`config.mk`:
```
export PLATFORM = sky130hd
export DESIGN_NAME = dec_str_conv
export DESIGN_NICKNAME = d
export VERILOG_FILES = /design/src/rtl/dsc_pkg.sv /design/src/rtl/dsc_decode.sv /design/src/rtl/dsc_accum.sv /design/src/rtl/dsc_ctrl.sv /design/src/rtl/dec_str_conv.sv
export SDC_FILE = /design/constraint.sdc
export NUM_CORES = 1
export LEC_CHECK = 0
export BUFFER_PORTS_ARGS = -buffer_cell sky130_fd_sc_hd__buf_2
export CORE_MARGIN = 5
export CORE_UTILIZATION = 50
export DETAILED_ROUTE_END_ITERATION = 12
export PLACE_DENSITY = 0.79
export SYNTH_ARGS = -nofsm -noshare
export SYNTH_HDL_FRONTEND = slang
export SYNTH_SLANG_ARGS = --single-unit
```
`constraint.sdc`:
```
create_clock -name clk -period 8.3 [get_ports clk]
set_clock_uncertainty 0.05 [all_clocks]
set_input_delay 0.415 -clock clk [delete_from_list [all_inputs] [get_ports clk]]
set_output_delay 0.415 -clock clk [all_outputs]
set_load 0.02 [all_outputs]
```
`src/rtl/dsc_pkg.sv`:
```
package dsc_pkg;

    typedef enum logic [1:0] {
        ST_START  = 2'd0,
        ST_GATHER = 2'd1,
        ST_HALT   = 2'd2
    } dsc_state_e;

    typedef enum logic [1:0] {
        SYM_DIGIT = 2'd0,
        SYM_END   = 2'd1,
        SYM_OTHER = 2'd2
    } dsc_sym_e;

    localparam logic [7:0] CODE_ZERO = 8'h30;
    localparam logic [7:0] CODE_END  = 8'h2A;
    localparam int         RADIX     = 10;
    localparam int         DIGIT_W   = 4;

endpackage

```
`src/rtl/dsc_decode.sv`:
```
module dsc_decode
    import dsc_pkg::*;
#(
    parameter int SYM_W = 8
) (
    input  logic [SYM_W-1:0]   code,
    output dsc_sym_e           kind,
    output logic [DIGIT_W-1:0] digit
);

    logic [SYM_W-1:0] offset;

    always_comb begin
        offset = code - SYM_W'(CODE_ZERO);
        digit  = offset[DIGIT_W-1:0];
        if (code >= SYM_W'(CODE_ZERO) && offset < SYM_W'(RADIX))
            kind = SYM_DIGIT;
        else if (code == SYM_W'(CODE_END))
            kind = SYM_END;
        else
            kind = SYM_OTHER;
    end

endmodule

```
`src/rtl/dsc_accum.sv`:
```
module dsc_accum
    import dsc_pkg::*;
#(
    parameter int ACC_W = 32
) (
    input  logic               clk,
    input  logic               rst_n,
    input  logic               load,
    input  logic               mac,
    input  logic [DIGIT_W-1:0] digit,
    output logic [ACC_W-1:0]   acc,
    output logic               ovf
);

    localparam int WIDE_W = ACC_W + 4;

    logic [WIDE_W-1:0] wide;

    always_comb begin
        wide = WIDE_W'(acc) * WIDE_W'(RADIX) + WIDE_W'(digit);
        ovf  = |wide[WIDE_W-1:ACC_W];
    end

    always_ff @(posedge clk) begin
        if (!rst_n)
            acc <= '0;
        else if (load)
            acc <= ACC_W'(digit);
        else if (mac)
            acc <= wide[ACC_W-1:0];
    end

    assert_first_digit_R2: assert property (@(posedge clk) disable iff (!rst_n)
        load |=> acc == ACC_W'($past(digit)));

    assert_last_digit_R3: assert property (@(posedge clk) disable iff (!rst_n)
        mac |=> (acc % ACC_W'(RADIX)) == ACC_W'($past(digit)));

    assert_no_overflow_R8: assert property (@(posedge clk) disable iff (!rst_n)
        mac |-> !ovf);

    assert_hold_R9: assert property (@(posedge clk) disable iff (!rst_n)
        (!load && !mac) |=> $stable(acc));

endmodule

```
`src/rtl/dsc_ctrl.sv`:
```
module dsc_ctrl
    import dsc_pkg::*;
(
    input  logic       clk,
    input  logic       rst_n,
    input  logic       sym_valid,
    input  dsc_sym_e   kind,
    input  logic       ovf,
    output logic       load,
    output logic       mac,
    output logic       done,
    output logic       err,
    output dsc_state_e state
);

    dsc_state_e nxt;

    always_ff @(posedge clk) begin
        if (!rst_n)
            state <= ST_START;
        else
            state <= nxt;
    end

    always_comb begin
        nxt  = state;
        load = 1'b0;
        mac  = 1'b0;
        done = 1'b0;
        err  = 1'b0;
        if (sym_valid && rst_n) begin
            unique case (state)
                ST_START: begin
                    if (kind == SYM_DIGIT) begin
                        load = 1'b1;
                        nxt  = ST_GATHER;
                    end else begin
                        err = 1'b1;
                        nxt = ST_HALT;
                    end
                end
                ST_GATHER: begin
                    if (kind == SYM_DIGIT && !ovf) begin
                        mac = 1'b1;
                    end else if (kind == SYM_END) begin
                        done = 1'b1;
                        nxt  = ST_HALT;
                    end else begin
                        err = 1'b1;
                        nxt = ST_HALT;
                    end
                end
                ST_HALT: begin
                    err = 1'b1;
                end
                default: begin
                    err = 1'b1;
                    nxt = ST_HALT;
                end
            endcase
        end
    end

    assert_done_halts_R4: assert property (@(posedge clk) disable iff (!rst_n)
        done |=> state == ST_HALT);

    assert_halt_sticky_R6: assert property (@(posedge clk) disable iff (!rst_n)
        state == ST_HALT |=> state == ST_HALT);

    assert_err_halts_R7: assert property (@(posedge clk) disable iff (!rst_n)
        err |=> state == ST_HALT);

    assert_overflow_flags_R8: assert property (@(posedge clk) disable iff (!rst_n)
        (sym_valid && state == ST_GATHER && kind == SYM_DIGIT && ovf) |-> err);

    assert_idle_R9: assert property (@(posedge clk) disable iff (!rst_n)
        !sym_valid |=> $stable(state));

    assert_exclusive_R10: assert property (@(posedge clk) disable iff (!rst_n)
        !(done && err));

endmodule

```
`src/rtl/dec_str_conv.sv`:
```
module dec_str_conv
    import dsc_pkg::*;
#(
    parameter int SYM_W = 8,
    parameter int ACC_W = 32
) (
    input  logic             clk,
    input  logic             rst_n,
    input  logic             sym_valid,
    input  logic [SYM_W-1:0] sym_code,
    output logic             done,
    output logic             err,
    output logic [ACC_W-1:0] value
);

    dsc_sym_e           kind;
    logic [DIGIT_W-1:0] digit;
    logic               load;
    logic               mac;
    logic               ovf;
    dsc_state_e         state;

    dsc_decode #(.SYM_W(SYM_W)) u_decode (
        .code  (sym_code),
        .kind  (kind),
        .digit (digit)
    );

    dsc_accum #(.ACC_W(ACC_W)) u_accum (
        .clk   (clk),
        .rst_n (rst_n),
        .load  (load),
        .mac   (mac),
        .digit (digit),
        .acc   (value),
        .ovf   (ovf)
    );

    dsc_ctrl u_ctrl (
        .clk       (clk),
        .rst_n     (rst_n),
        .sym_valid (sym_valid),
        .kind      (kind),
        .ovf       (ovf),
        .load      (load),
        .mac       (mac),
        .done      (done),
        .err       (err),
        .state     (state)
    );

    assert_null_in_reset_R1: assert property (@(posedge clk)
        !rst_n |-> (!done && !err));

endmodule

```
## Word-level counts from Yosys, hierarchy flattened

Index checks and enable logic that the tools add are counted.

- $add $sub $neg: 2
- $mul: 1
- Order comparisons: 2
- Equality and inequality tests: 5
- Multiplexer cells: 22
- Bitwise operators: 2
- Reduce and logical (&&, ||, !) cells: 10

Operator list:

| kind | count |
|---|---|
| $add A36 B4 Y36 | 1 |
| $mul A32 B3 Y35 const B | 1 |
| $mux W1 | 14 |
| $eq A8 B6 Y1 const B | 1 |
| $ge A8 B6 Y1 const B | 1 |
| $lt A8 B4 Y1 const B | 1 |
| $mux W2 | 4 |
| $mux W4 | 2 |
| $sub A8 B6 Y8 const B | 1 |
| $pmux W2 S3 | 1 |
| $eq A2 B1 Y1 const B | 2 |
| $logic_not A2 Y1 | 2 |
| $reduce_or A4 Y1 | 1 |
| $logic_and A1 B1 Y1 | 3 |
| $reduce_and A3 Y1 | 1 |
| $eq A2 B2 Y1 const B | 1 |
| $ne A2 B2 Y1 const B | 1 |
| $not A1 Y1 | 2 |
| $pmux W1 S2 | 1 |
| $reduce_bool A2 Y1 | 1 |
| $reduce_or A2 Y1 | 1 |
| $logic_not A1 Y1 | 1 |

- Register bits after elaboration: 34
- Input port bits: 11

## Longest topological paths before layout

- Word-level depth: 11
- Mapped depth: 15
- Mapped depth without buffers: 14

## By module

Synthesis repeated with hierarchy kept, for this count alone.

- Cell total of the unflattened synthesis: 547
- Area, all modules: 4375.4 um^2

By module, submodules not included:

| module | times used | cells each | area each (um^2) | seq. area each (um^2) |
|---|---|---|---|---|
| dsc_accum | 1 | 517 | 4098.9 | 640.6 |
| dsc_ctrl | 1 | 18 | 173.9 | 40.0 |
| dsc_decode | 1 | 12 | 102.6 | 0.0 |

## Worst setup path after synthesis

OpenSTA, ideal clock, no wires.

- Path type: register -> output
- From: reg u_accum.acc[3]
- To: out err
- Arrival: 4.082 ns
- Data required time: 7.835 ns
- Setup slack: 3.753 ns
- Cell stages (with the launch flop): 15
- Path through: dfxtp_1 > ha_1 > ha_1 > fa_1 > a21oi_1 > o221a_4 > and4b_1 > a211oi_2 > and3_1 > nand4b_2 > nor4_4 > nand4_4 > mux2i_1 > nand2_1 > nor3b_1

- Cells in the longest elaborated chain, start to end: 8

RTL lines:

| element | line | RTL |
|---|---|---|
| start: declaration | dsc_accum.sv:11 | `output logic [ACC_W-1:0] acc,` |
| start signal: assignment | dsc_accum.sv:28 | `acc <= ACC_W'(digit);` |
| start signal: assignment | dsc_accum.sv:30 | `acc <= wide[ACC_W-1:0];` |
| $mul A32 B3 Y35 | dsc_accum.sv:20 | `wide = WIDE_W'(acc) * WIDE_W'(RADIX) + WIDE_W'(digit);` |
| $add A36 B4 Y36 | dsc_accum.sv:20 |  |
| $reduce_or A4 Y1 | dsc_accum.sv:21 | `ovf = \|wide[WIDE_W-1:ACC_W];` |
| $logic_not A1 Y1 | dsc_ctrl.sv:43 | `if (kind == SYM_DIGIT && !ovf) begin` |
| $logic_and A1 B1 Y1 | dsc_ctrl.sv:43 |  |
| $mux W1 | dsc_ctrl.sv:43 |  |
| $pmux W1 S2 | dsc_ctrl.sv:32 | `unique case (state)` |
| $mux W1 | dsc_ctrl.sv:31 | `if (sym_valid && rst_n) begin` |
| end: declaration | dec_str_conv.sv:12 | `output logic err,` |

Every way passes these cells.

## Worst setup path in the final report

Ends and elaborated chain as after synthesis.

==> summary.txt <==
Outcome
  • Status: finished, final reports clean

Drt
  • Wire per inst: 16.89 um
  • Mean number of vias per cell: 6.154
  • DRC errors left: 0
  • Drt first pass iters: 4
  • Final WL: 11.88 mm
  • DRT iter0 DRCs: 204
  • Routed vias: 4326
  • Final ANT Viol Nets: 0

Synthesis
  • Synth async-reset ratio: 0%
  • Synth Register Bits: 34
  • Post-synth top area share: 17.56%
  • Unique masters post-synth: 69
  • Syn avg cell area: 7.943 um^2
  • Post-Syn Area: 4488 um^2
  • Synthesized instance count: 565
  • Yosys warning count: 0
  • Seq/Total Area, Yosys: 15.17%
  • Dominant synthesized flop cell: dfxtp_1
  • Mapped Nets: 641
  • Post-synth EDFFs: 0
  • Cell taking the most area after synthesis: ha_1
  • Synth area leaders: ha_1, dfxtp_1, mux2i_1

Floorplanning
  • I/O Pins: 45
  • Die span in x: 104.7 um
  • Die Area: 10970 um^2
  • Row count: 34
  • Core Area: 8721 um^2
  • Chip height: 104.7 um
  • Initial Util: 51.46%

Clock network
  • Clock transition at path regs: 0.08 ns
  • Bufs on Longest Clock Path: 2
  • CTS Buf Count: 5
  • Clock Latency Late Sink: 0.30 ns
  • CTS tree: built
  • Clock H-tree levels: 2
  • Post-CTS Setup Repair Bufs: 0
  • Clock root cell: clkbuf_8
  • # hold bufs at CTS: 0
  • Clock sinks: 34
  • # resized after CTS: 0

STA
  • Minimum clock period: 5.066 ns
  • Max_slew headroom: 28.29%
  • PnR worst setup slack: 3.234 ns
  • Endpoints failing setup: 0
  • Worst slew pin tran: 1.073 ns
  • Hold Vio Cnt, Final: 0
  • Setup TNS Final: 0 ns
  • Pins over their slew limit: 0
  • Tcrit/Tclk final: 61.04%
  • RSZ-0062 raised after global routing: no
  • Max Fclk: 197.4 MHz

Power
  • Peak supply drop: 0.00004850 V
  • Clock power frac: 48.0%
  • Power share of the combinational group: 4.1%
  • Net switching power figure: 0.07827 mW
  • PwrDens: 70.76 nW/um^2
  • Sequential fraction of design power: 47.9%
  • Pint: 0.2647 mW
  • Leak: 2.176 nW
  • Switching part of the total power: 22.82%

Final layout
  • Diode count: 0
  • Fillcell total: 825
  • Final net count: 671
  • Final instance area: 4847 um^2
  • Area of the multi-input gates: 3661 um^2
  • Share of layout cells above drive strength 1: 12.27%
  • Reg area: 680.7 um^2
  • Layout Area Growth over Synthesis: 8.001%

Run
  • Max cap viols: 0

Global route
  • First-pass GRT wire length: 19.81 mm
  • Gr ovfl total: 0
  • Vias in the first global route: 4155
  • Largest net degree at the start of global routing: 31
  • All-Layer GR Usage: 21.25%
  • Initial antenna violation count: 0

Worst setup path
  • Setup CP Type: flip-flop to output port
  • Slowest cell on crit path: nor4_4
  • Worst Path Arrival: 4.60 ns
  • R2r startpoint: u_accum.acc[3]
  • Critical Path Fanout Max: 5
  • Reg-to-reg slack, setup: 3.55 ns
  • R2R cell count: 14
  • Critical Path End Type: output port
  • Cell family with most CP delay: simple AND/OR/NAND/NOR gates
  • Worst path cell trace: ha_1 -> ha_1 -> fa_1 -> a21oi_1 -> o22ai_1 -> nor4_1 -> a211oi_1 -> nor4_2 -> nand3_1 -> nor4_4 -> nand4_4 -> mux2i_1 -> nand2_1 -> nor3b_1 -> buf_2
  • WP data required: 7.84 ns
  • CP bufs+invs: 1
  • Crit-path most repeated cell: ha_1
  • R2R Path End: u_accum.acc[14]
  • Worst path max stage delay: 0.46 ns
  • Crit path launch type: flip-flop

Placement
  • Post-detail-place hpwl: 9.551 mm
  • Port buffer count: 44
  • Post-DP Area: 4735 um^2
  • Setup WS pre-CTS: 3.623 ns
  • GPL Wtd Cong: 0.9674

Min path
  • Hold path start: sym_code[0]
  • Hold Path Class: input port to flip-flop
  • Min-Delay Path Depth: 3
  • Hold worst-path end: u_accum.acc[0]
-- kinds of logic (layout without fill, tap and decap cells) --
kind of cell,after synthesis,after routing,synth area share [%]
simple gates,219,219,26.46
compound gates,140,140,20.71
fa+ha+maj,65,65,18.46
xor+xnor,43,43,8.391
flops,34,34,15.17
mux,33,33,7.555
buf+inv,31,61,3.262
-- metal layers --
layer  GRT usage, %  vias up  part of all wire [%]
li1               -     2172                     -
met1          28.51     2020                    47
met2          35.34      114                    47
met3          3.699       20                   5.0
met4          5.297        0                   1.7
met5              0        -                     0
-- worst reg2reg max path, delay by kind of cell, from the launching register on --
| family | cells | cell delay (ns) |
|---|---|---|
| flops | 1 | 0.42 |
| fa+ha+maj | 3 | 0.92 |
| mux | 2 | 0.90 |
| simple gates | 6 | 1.69 |
| compound gates | 3 | 0.61 |
-- cells in the final DEF (no fill, tap or decap), types with 6 or more instances in the layout --
cell / synthesis / final
nor3_1: 15 / 15
o211ai_1: 9 / 9
o21ai_0: 29 / 29
xnor2_1: 26 / 26
ha_1: 63 / 63
clkbuf_8: 0 / 6
inv_1: 10 / 10
nor2b_1: 7 / 7
nand4_1: 10 / 10
xor2_1: 17 / 17
a21o_1: 9 / 9
and3_1: 9 / 9
a211oi_1: 7 / 7
a21oi_1: 37 / 37
dfxtp_1: 34 / 34
nand2_1: 48 / 48
nand3_1: 18 / 18
a21boi_0: 6 / 6
and4_1: 8 / 8
mux2i_1: 29 / 29
nor2_1: 54 / 54
buf_2: 8 / 44
and2_1: 11 / 11
-- state kept, by name (all words and copies together) (netlist names) --
register and flops:
u_accum.acc 32, u_ctrl.state 2
-- Yosys cell counts (6+ instances only) --
library cell / count
a211oi_1: 7
nor2_1: 54
and4_1: 8
nor2b_1: 7
inv_1: 10
a21boi_0: 6
and3_1: 9
ha_1: 63
o21ai_0: 29
nor3_1: 15
nand2_1: 48
o211ai_1: 9
nand4_1: 10
xor2_1: 17
buf_2: 8
and2_1: 11
mux2i_1: 29
xnor2_1: 26
dfxtp_1: 34
a21oi_1: 37
nand3_1: 18
clkbuf_1: 8
a21o_1: 9
-- metrics by stage --
stage	power, mW	utilization, %	instances	hold WS, ns
finish	0.3430	55.58	703	0.3354
global route	0.3550	55.58	703	0.3693
CTS	0.3472	55.58	703	0.3391
detailed placement	0.1821	54.29	696	0.4466
global placement	0.1816	54.29	696	0.4196
floorplan	0.1760	-	565	0.4088
-- worst max path at each step --
stage	slack [ns]	depth (start not counted)	to	startpoint
floorplan	3.75	14	err	u_accum.acc[3]
global placement	3.72	14	err	u_accum.acc[1]
detailed placement	3.62	14	err	u_accum.acc[1]
CTS	3.28	14	err	u_accum.acc[3]
global route	2.89	15	err	u_accum.acc[3]
finish	3.23	15	err	u_accum.acc[3]
-- power groups by stage --
stage,registers (mW),clock network (mW),logic (mW)
6_report,0.164,0.165,0.0142
5_1_grt,0.164,0.175,0.0156
4_1_cts,0.164,0.169,0.0141
3_5_place_dp,0.168,0,0.0141
3_3_place_gp,0.168,0,0.0137
2_1_floorplan,0.168,0,0.00792
-- layout make-up --
| class | instances | share of cell area [%] |
|---|---|---|
| flip-flops and latches | 34 | 14.04 |
| clock inverters | 1 | 0.6195 |
| clock buffers | 6 | 1.704 |
| well taps | 108 | 2.788 |
| repair buffers | 44 | 4.543 |
| inverters | 10 | 0.7744 |
| multi-input cells | 500 | 75.53 |
Power figures use the tool's default switching activity.
